==> src/rtl/tmo_pkg.sv <==
package tmo_pkg;
    localparam int unsigned TMO_DATA_W = 32;
    localparam int unsigned TMO_EN_BIT = 31;
    localparam int unsigned TMO_CNT_W  = 27;

    typedef enum logic [1:0] {
        CMD_NONE   = 2'd0,
        CMD_ARM    = 2'd1,
        CMD_CANCEL = 2'd2
    } tmo_cmd_e;
endpackage

==> src/rtl/tmo_value_reg.sv <==
module tmo_value_reg
    import tmo_pkg::*;
#(
    parameter int unsigned DATA_W = TMO_DATA_W
) (
    input  logic              clk,
    input  logic              rst_n,
    input  logic              wr_en,
    input  logic [DATA_W-1:0] wr_data,
    input  logic              expire,
    output logic [DATA_W-1:0] value_q
);
    typedef struct packed {
        logic [DATA_W-1:0] value;
    } reg_st_t;

    reg_st_t st_d, st_q;

    always_comb begin
        st_d = st_q;
        if (wr_en) begin
            st_d.value = wr_data;
        end else if (expire) begin
            st_d.value = '0;
        end
    end

    always_ff @(posedge clk or negedge rst_n) begin
        if (!rst_n) begin
            st_q <= '0;
        end else begin
            st_q <= st_d;
        end
    end

    assign value_q = st_q.value;

    AST_VALUE_HOLDS: assert property (@(posedge clk) disable iff (!rst_n)
        (!wr_en && !expire) |=> $stable(value_q));
endmodule

==> src/rtl/tmo_countdown.sv <==
module tmo_countdown
    import tmo_pkg::*;
#(
    parameter int unsigned CNT_W = TMO_CNT_W
) (
    input  logic             clk,
    input  logic             rst_n,
    input  tmo_cmd_e         cmd,
    input  logic [CNT_W-1:0] load_cnt,
    input  logic             tick,
    output logic             expire,
    output logic             fire_q
);
    localparam logic [CNT_W-1:0] CNT_ONE = CNT_W'(1);

    typedef struct packed {
        logic             armed;
        logic [CNT_W-1:0] cnt;
        logic             fire;
    } cd_st_t;

    cd_st_t st_d, st_q;
    logic   last_tick;

    always_comb begin
        last_tick = st_q.armed && tick && (cmd == CMD_NONE) && (st_q.cnt <= CNT_ONE);
        st_d      = st_q;
        st_d.fire = 1'b0;
        unique case (cmd)
            CMD_ARM: begin
                st_d.armed = 1'b1;
                st_d.cnt   = load_cnt;
            end
            CMD_CANCEL: begin
                st_d.armed = 1'b0;
                st_d.cnt   = '0;
            end
            default: begin
                if (last_tick) begin
                    st_d.armed = 1'b0;
                    st_d.cnt   = '0;
                    st_d.fire  = 1'b1;
                end else if (st_q.armed && tick) begin
                    st_d.cnt = st_q.cnt - CNT_ONE;
                end
            end
        endcase
    end

    always_ff @(posedge clk or negedge rst_n) begin
        if (!rst_n) begin
            st_q <= '0;
        end else begin
            st_q <= st_d;
        end
    end

    assign expire = last_tick;
    assign fire_q = st_q.fire;

    AST_CNT_STEP: assert property (@(posedge clk) disable iff (!rst_n)
        (st_q.armed && tick && cmd == CMD_NONE && st_q.cnt > CNT_ONE)
        |=> (st_q.cnt == $past(st_q.cnt) - CNT_ONE));
    AST_CNT_IDLE: assert property (@(posedge clk) disable iff (!rst_n)
        (!tick && cmd == CMD_NONE) |=> $stable(st_q.cnt));
    AST_FIRE_ONE: assert property (@(posedge clk) disable iff (!rst_n)
        fire_q |=> !fire_q);
    AST_RELOAD: assert property (@(posedge clk) disable iff (!rst_n)
        (cmd == CMD_ARM) |=> (st_q.armed && st_q.cnt == $past(load_cnt)));
endmodule

==> src/rtl/tmo_oneshot.sv <==
module tmo_oneshot
    import tmo_pkg::*;
#(
    parameter int unsigned DATA_W = TMO_DATA_W,
    parameter int unsigned EN_BIT = TMO_EN_BIT,
    parameter int unsigned CNT_W  = TMO_CNT_W
) (
    input  logic              clk,
    input  logic              rst_n,
    input  logic              wr_en,
    input  logic [DATA_W-1:0] wr_data,
    output logic [DATA_W-1:0] rd_data,
    input  logic              tick,
    output logic              timeout_pulse
);
    tmo_cmd_e cmd;
    logic     expire;

    always_comb begin
        if (!wr_en) begin
            cmd = CMD_NONE;
        end else if (wr_data[EN_BIT]) begin
            cmd = CMD_ARM;
        end else begin
            cmd = CMD_CANCEL;
        end
    end

    tmo_value_reg #(.DATA_W(DATA_W)) i_value (
        .clk     (clk),
        .rst_n   (rst_n),
        .wr_en   (wr_en),
        .wr_data (wr_data),
        .expire  (expire),
        .value_q (rd_data)
    );

    tmo_countdown #(.CNT_W(CNT_W)) i_count (
        .clk      (clk),
        .rst_n    (rst_n),
        .cmd      (cmd),
        .load_cnt (wr_data[CNT_W-1:0]),
        .tick     (tick),
        .expire   (expire),
        .fire_q   (timeout_pulse)
    );

    AST_READ_BACK: assert property (@(posedge clk) disable iff (!rst_n)
        wr_en |=> (rd_data == $past(wr_data)));
    AST_EXPIRE_ZERO: assert property (@(posedge clk) disable iff (!rst_n)
        timeout_pulse |-> (rd_data == '0));
    AST_CANCEL_QUIET: assert property (@(posedge clk) disable iff (!rst_n)
        (wr_en && !wr_data[EN_BIT]) |=> !timeout_pulse);
    AST_WR_WINS: assert property (@(posedge clk) disable iff (!rst_n)
        (wr_en && tick) |=> !timeout_pulse);
    AST_PULSE_ARMED: assert property (@(posedge clk) disable iff (!rst_n)
        $rose(timeout_pulse) |-> $past(rd_data[EN_BIT]));
endmodule

==> config.mk <==
export PLATFORM = sky130hd
export DESIGN_NAME = tmo_oneshot
export DESIGN_NICKNAME = d
export VERILOG_FILES = /design/src/rtl/tmo_pkg.sv /design/src/rtl/tmo_value_reg.sv /design/src/rtl/tmo_countdown.sv /design/src/rtl/tmo_oneshot.sv
export SDC_FILE = /design/constraint.sdc
export NUM_CORES = 1
export LEC_CHECK = 0
export ABC_AREA = 1
export CORE_MARGIN = 8
export CORE_UTILIZATION = 47
export CTS_CLUSTER_DIAMETER = 150
export DETAILED_ROUTE_END_ITERATION = 8
export MAX_ROUTING_LAYER = met4
export PLACE_DENSITY = 0.86
export SYNTH_ARGS = -nofsm -noshare
export SYNTH_HDL_FRONTEND = slang
export SYNTH_SLANG_ARGS = --single-unit
==> constraint.sdc <==
create_clock -name clk -period 1.5 [get_ports clk]
set_input_delay 0.375 -clock clk [delete_from_list [all_inputs] [get_ports clk]]
set_output_delay 0.375 -clock clk [all_outputs]
set_load 0.1 [all_outputs]
* After elaboration in Yosys (flattened, before gate mapping)
Cells that the tools add are included. W data, S select, Z words.
Word-level totals: flip-flop bits (word level) 61, logic and storage cells 26, input port bits 36
Operators by class: multiplexer cells 10, order comparisons 1, reduce and logical (&&, ||, !) cells 8, add/sub/neg operators 1, equal/unequal tests 2
Operators with widths (count):
- $mux W32 | 2
- $pmux W28 S2 | 1
- $mux W27 | 2
- $le A27 B1 Y1 const B | 1
- $sub A27 B1 Y27 const B | 1
- $mux W2 | 2
- $reduce_bool A4 Y1 | 1
- $logic_and A1 B1 Y1 | 3
- $mux W1 | 3
- $reduce_bool A3 Y1 | 1
- $eq A2 B1 Y1 const B | 1
- $eq A2 B2 Y1 const B | 1
- $logic_not A2 Y1 | 1
- $reduce_bool A2 Y1 | 1
- $reduce_or A2 Y1 | 1

* Longest topological paths before layout
depth after elaboration 7, gate-level depth with buffers 11, gate-level depth less buffers 11

* Hierarchy
From an unflattened synthesis, not the netlist that was laid out.
Second synthesis, totals: cells, all modules 527, area total of the unflattened synthesis 3747.3 um2
Modules (own cells, without submodules):
- tmo_countdown | times used 1, area an instance 2488.6 um2, cells each 387
- tmo_value_reg | times used 1, area an instance 1241.2 um2, cells each 136
- tmo_oneshot | times used 1, area an instance 17.5 um2, cells each 4

* Least setup slack after synthesis
OpenSTA, ideal clock, no wires.
path type input-to-reg, start in wr_en, end reg i_count.st_q[10] (netlist name), arrival time 2.000 ns, path slack -0.577 ns, stages 10, cells stage by stage clkinv_1 or2_2 ha_1 buf_2 inv_2 nand2_2 inv_2 clkbuf_1 a31oi_1 a21oi_1
On the way: word-level cells in the longest chain between the ends 6, elaborated cells between the ends (all ways) 9, those cells by class eq/ne (2); mux (3); reduce/logical (4)
RTL lines:
- start, declared | line tmo_oneshot.sv:10 | input logic wr_en,
- $mux W2 (*) | line tmo_oneshot.sv:20 | if (!wr_en) begin
- $logic_not A2 Y1 | line tmo_countdown.sv:26 | last_tick = st_q.armed && tick && (cmd == CMD_NONE) && (st_q.cnt <= CNT_ONE);
- $logic_and A1 B1 Y1 (2 in a row) | line tmo_countdown.sv:26
- $mux W27 | line tmo_countdown.sv:39 | if (last_tick) begin
- $pmux W28 S2 | line tmo_countdown.sv:29 | unique case (cmd)
- end signal, assigned | line tmo_countdown.sv:54 | st_q <= st_d;
- end, declared | line tmo_countdown.sv:22 | cd_st_t st_d, st_q;
Every way passes the cells marked *; elsewhere a longest branch is shown, timed or not. A chain may end at the register's enable or synchronous reset.

* Final worst setup path
start reg i_count.st_q[17] (netlist name), end reg i_count.st_q[23] (netlist name)
On the way: word-level cells in the longest chain between the ends 4, elaborated cells between the ends (all ways) 7, those cells by class add/sub (1); order compare (1); mux (3); reduce/logical (2)
RTL lines (line):
- $sub A27 B1 Y27 or $le A27 B1 Y1 (tied branches) | tmo_countdown.sv:44, tmo_countdown.sv:26
- $mux W27 or $logic_and A1 B1 Y1 (tied branches) | tmo_countdown.sv:43, tmo_countdown.sv:26
- $mux W27 | tmo_countdown.sv:39
- $pmux W28 S2 | tmo_countdown.sv:29
Several ways; a longest one is shown, not always the timed one. The select of a mux whose other input is x is not followed.

==> impl_metrics.csv <==
group,metric,value,unit
detailed_routing,wire_per_inst,32.2,um
critical_path,crit_family,"simple AND/OR/NAND/NOR gates",
floorplan,dieArea,10400,um^2
outcome,status,"finished with violations",
placed_design,dp_hpwl,8870,um
critical_path,critPathLaunchType,"flop",
synth,ys_async_sr_fraction,100,%
global_routing,grt_max_degree,62,
critical_path,critical_path.max_stage_delay,430,ps
synth,ys_types,30,
global_routing,antenna_found_initial,0,
power,p_leak,2.96,nW
detailed_routing,first_pass_iters,9,
synth,ys_top_cells_by_count,"113 x nand2_1, 65 x nor2_1, 61 x dfrtp_1",
timing,timing.final.crit_share,158,%
critical_path,cp_max_fo,3,
placed_design,place.gp.congestion,0.985,
synth,synth_top_area_share,44.0,%
detailed_routing,route.detailed.drc,42,
synth,syn_area,3470,um^2
synth,synth_ff_type,"dfrtp_1",
global_routing,gr-total-overflow,0,
timing,setup_ws,-866,ps
layout,drive_gt1_share,50.2,%
clock_tree,cts_made_buffers,9,
synth,synthCells,454,
critical_path,end_kind,"flop",
critical_path,r2r_cells,9,
outcome,failed_checks,"DRC, setup timing",
layout,n_fill_cell,241,
clock_tree,clock_path_buffers,2,
timing,fmax,0.423,GHz
synth,synth_fp_nets,493,
placed_design,io_buffers,68,
synth,synth_area_leaders,"dfrtp_1 44%, nand2_1 12%, nand3_1 8.7%, nor2_1 7.0%, a31oi_1 3.4%",
timing,setup_viol_count_final,61,
floorplan,start_util,48.1,%
floorplan,fp-row-count,31,
layout,syn_to_final_growth,86.5,%
floorplan,core,7210,um^2
clock_tree,clk_latency,380,ps
clock_tree,cts_hold_buf,0,
global_routing,grt_pass1_wl,29100,um
detailed_routing,drtIter0Drc,881,
timing,worstMarginPinSlew,522,ps
critical_path,path_buf_inv,2,
clock_tree,clk_pin_slew,90,ps
worst_hold_path,min-delay-path-class,"input pin to asynchronous set/reset pin",
global_routing,grtUsageTotal,39.1,%
timing,rsz0062_at_grt,"true",
critical_path,crit_arrival,2620,ps
critical_path,worst_ep_required_time,1750,ps
critical_path,criticalPathCategory,"flop to flop",
detailed_routing,vias_per_cell,7.18,
synth,ys_warn_count,0,
power,ir_drop,0.00107,V
floorplan,dieWidth,102,um
detailed_routing,totalWireLength,23200,um
layout,fin_nets,656,
clock_tree,htree_levels,3,
clock_tree,root_buffer,"clkbuf_8",
clock_tree,cts_tree,"done",
critical_path,timing.rr.end,"i_count.st_q[23]$_DFFE_PN0P_",
timing,slew_headroom,65.2,%
detailed_routing,drtAntennaViolNets,0,
critical_path,rrSetupSlack,-870,ps
power,p_per_area,1500,nW/um^2
detailed_routing,vias,5179,
synth,syn-mean-instance-area,7.64,um^2
synth,ys_seq_elements,61,
power,power.total,9.73,mW
timing,hold_viol_final,0,
synth,synth_most_common_cell,"nand2_1",
floorplan,io_pins,69,
clock_tree,clkSinkCount,61,
layout,antenna_cells,0,
critical_path,path_cells,"nor2_1 -> buf_4 -> nand2_1 -> nor2_1 -> nand4_1 -> nand2_1 -> clkinv_1 -> nand3_2 -> a21oi_2",
synth,synth-edff-count,0,
job,max_cap_viol_count,0,
timing,timing.final.crit_period,2370,ps
critical_path,reg2reg_from,"i_count.st_q[17]$_DFFE_PN0P_",
floorplan,die_h,102,um
timing,slew_violations,0,
timing,hold_slack,11.6,ps
synth,yosys.area.top_type,"dfrtp_1",
global_routing,first_global_vias,4992,
synth,ys_seq_area_share,44.0,%
critical_path,cp_slowest_cell,"dfrtp_1",
timing,fin_skew,15.6,ps
-- sequential cells by signal (all words and copies together), names as in the netlist --
register and count:
i_count.fire_q 1, i_count.st_q 28, i_value.value_q 32
-- layout make-up --
cell class	instances	area (um^2)	share of cell area, %
tap	99	124	1.91
timing repair buffer	172	1980	30.7
sequential	61	1550	23.9
clock inverter	7	123	1.90
clock buffer	9	124	1.91
multi-input combinational	342	2390	36.9
inverter	29	161	2.50
timing repair inverter	2	17.5	0.271
-- layer usage --
layer  share of wire, %  routed length [um]  track usage, %  vias up
met3                 17                3970            11.8      291
met2                 41                9520            59.7      752
met5                  0                   0               -        -
met1                 31                7240            42.5     2313
li1                   -                   -               -     1823
met4                 11                2490            29.2        0
-- metrics by stage --
step | setup WS [ps] | cell area [um^2] | TNS, ps | std cells | util [%]
2_1_floorplan | -145 | 3570 | -3250 | 454 | -
3_3_place_gp | -767 | 5190 | -40230 | 675 | 72.0
3_5_place_dp | -873 | 5190 | -43010 | 675 | 72.0
4_1_cts | -180 | 5980 | -7120 | 714 | 83.0
5_1_grt | -820 | 6470 | -24110 | 721 | 89.7
6_report | -866 | 6470 | -23460 | 721 | 89.7
-- cell families (layout without fill, tap and decap cells) --
| logic type | Yosys count | after routing | synth area share, % |
|---|---|---|---|
| AND/OR/NAND/NOR | 265 | 265 | 33.9 |
| flip-flops | 61 | 61 | 44.0 |
| XOR/XNOR | 15 | 15 | 3.79 |
| buffers and inverters | 51 | 219 | 6.71 |
| AO/OA/AOI/OAI | 59 | 59 | 10.5 |
| adder cells (fa/ha/maj) | 3 | 3 | 1.08 |
-- power breakdown --
part	switching [mW]	internal (mW)
combinational	3.14	2.07
sequential	0.583	1.99
clock	0.841	1.11
total	4.56	5.17
-- placed cells by master (no fill, tap or decap), types with 6 or more instances in the layout --
cell / count
nand2_1: 91
buf_4: 84
dfrtp_1: 46
buf_12: 40
nor2_1: 33
clkdlybuf4s50_1: 32
nand3_2: 30
nand3_1: 29
nor2_4: 22
inv_1: 20
nor2_2: 19
nand2_2: 18
a31oi_1: 17
dfrtp_2: 15
a21oi_2: 14
clkbuf_8: 9
buf_6: 9
nand2_4: 8
nand4_1: 7
a21oi_1: 6
-- worst max path at each step --
stage | startpoint | end | slack, ps | cells after the start
floorplan | wr_en | i_count.st_q[10]$_DFFE_PN0P_ | -140 | 10
global placement | wr_en | i_count.st_q[18]$_DFFE_PN0P_ | -770 | 9
detailed placement | wr_en | i_count.st_q[17]$_DFFE_PN0P_ | -870 | 10
CTS | i_count.st_q[12]$_DFFE_PN0P_ | i_count.st_q[9]$_DFFE_PN0P_ | -180 | 9
global route | i_count.st_q[18]$_DFFE_PN0P_ | i_count.st_q[23]$_DFFE_PN0P_ | -820 | 9
finish | i_count.st_q[17]$_DFFE_PN0P_ | i_count.st_q[23]$_DFFE_PN0P_ | -870 | 9
-- what timing repair did --
action	4_1_cts	5_1_grt
gates cloned	4	1
setup buffers	19	7
pin swaps	35	40
endpoints found under the setup margin	61	61
gates resized for setup	90	106
No activity file was read; power rests on OpenSTA's default activity.
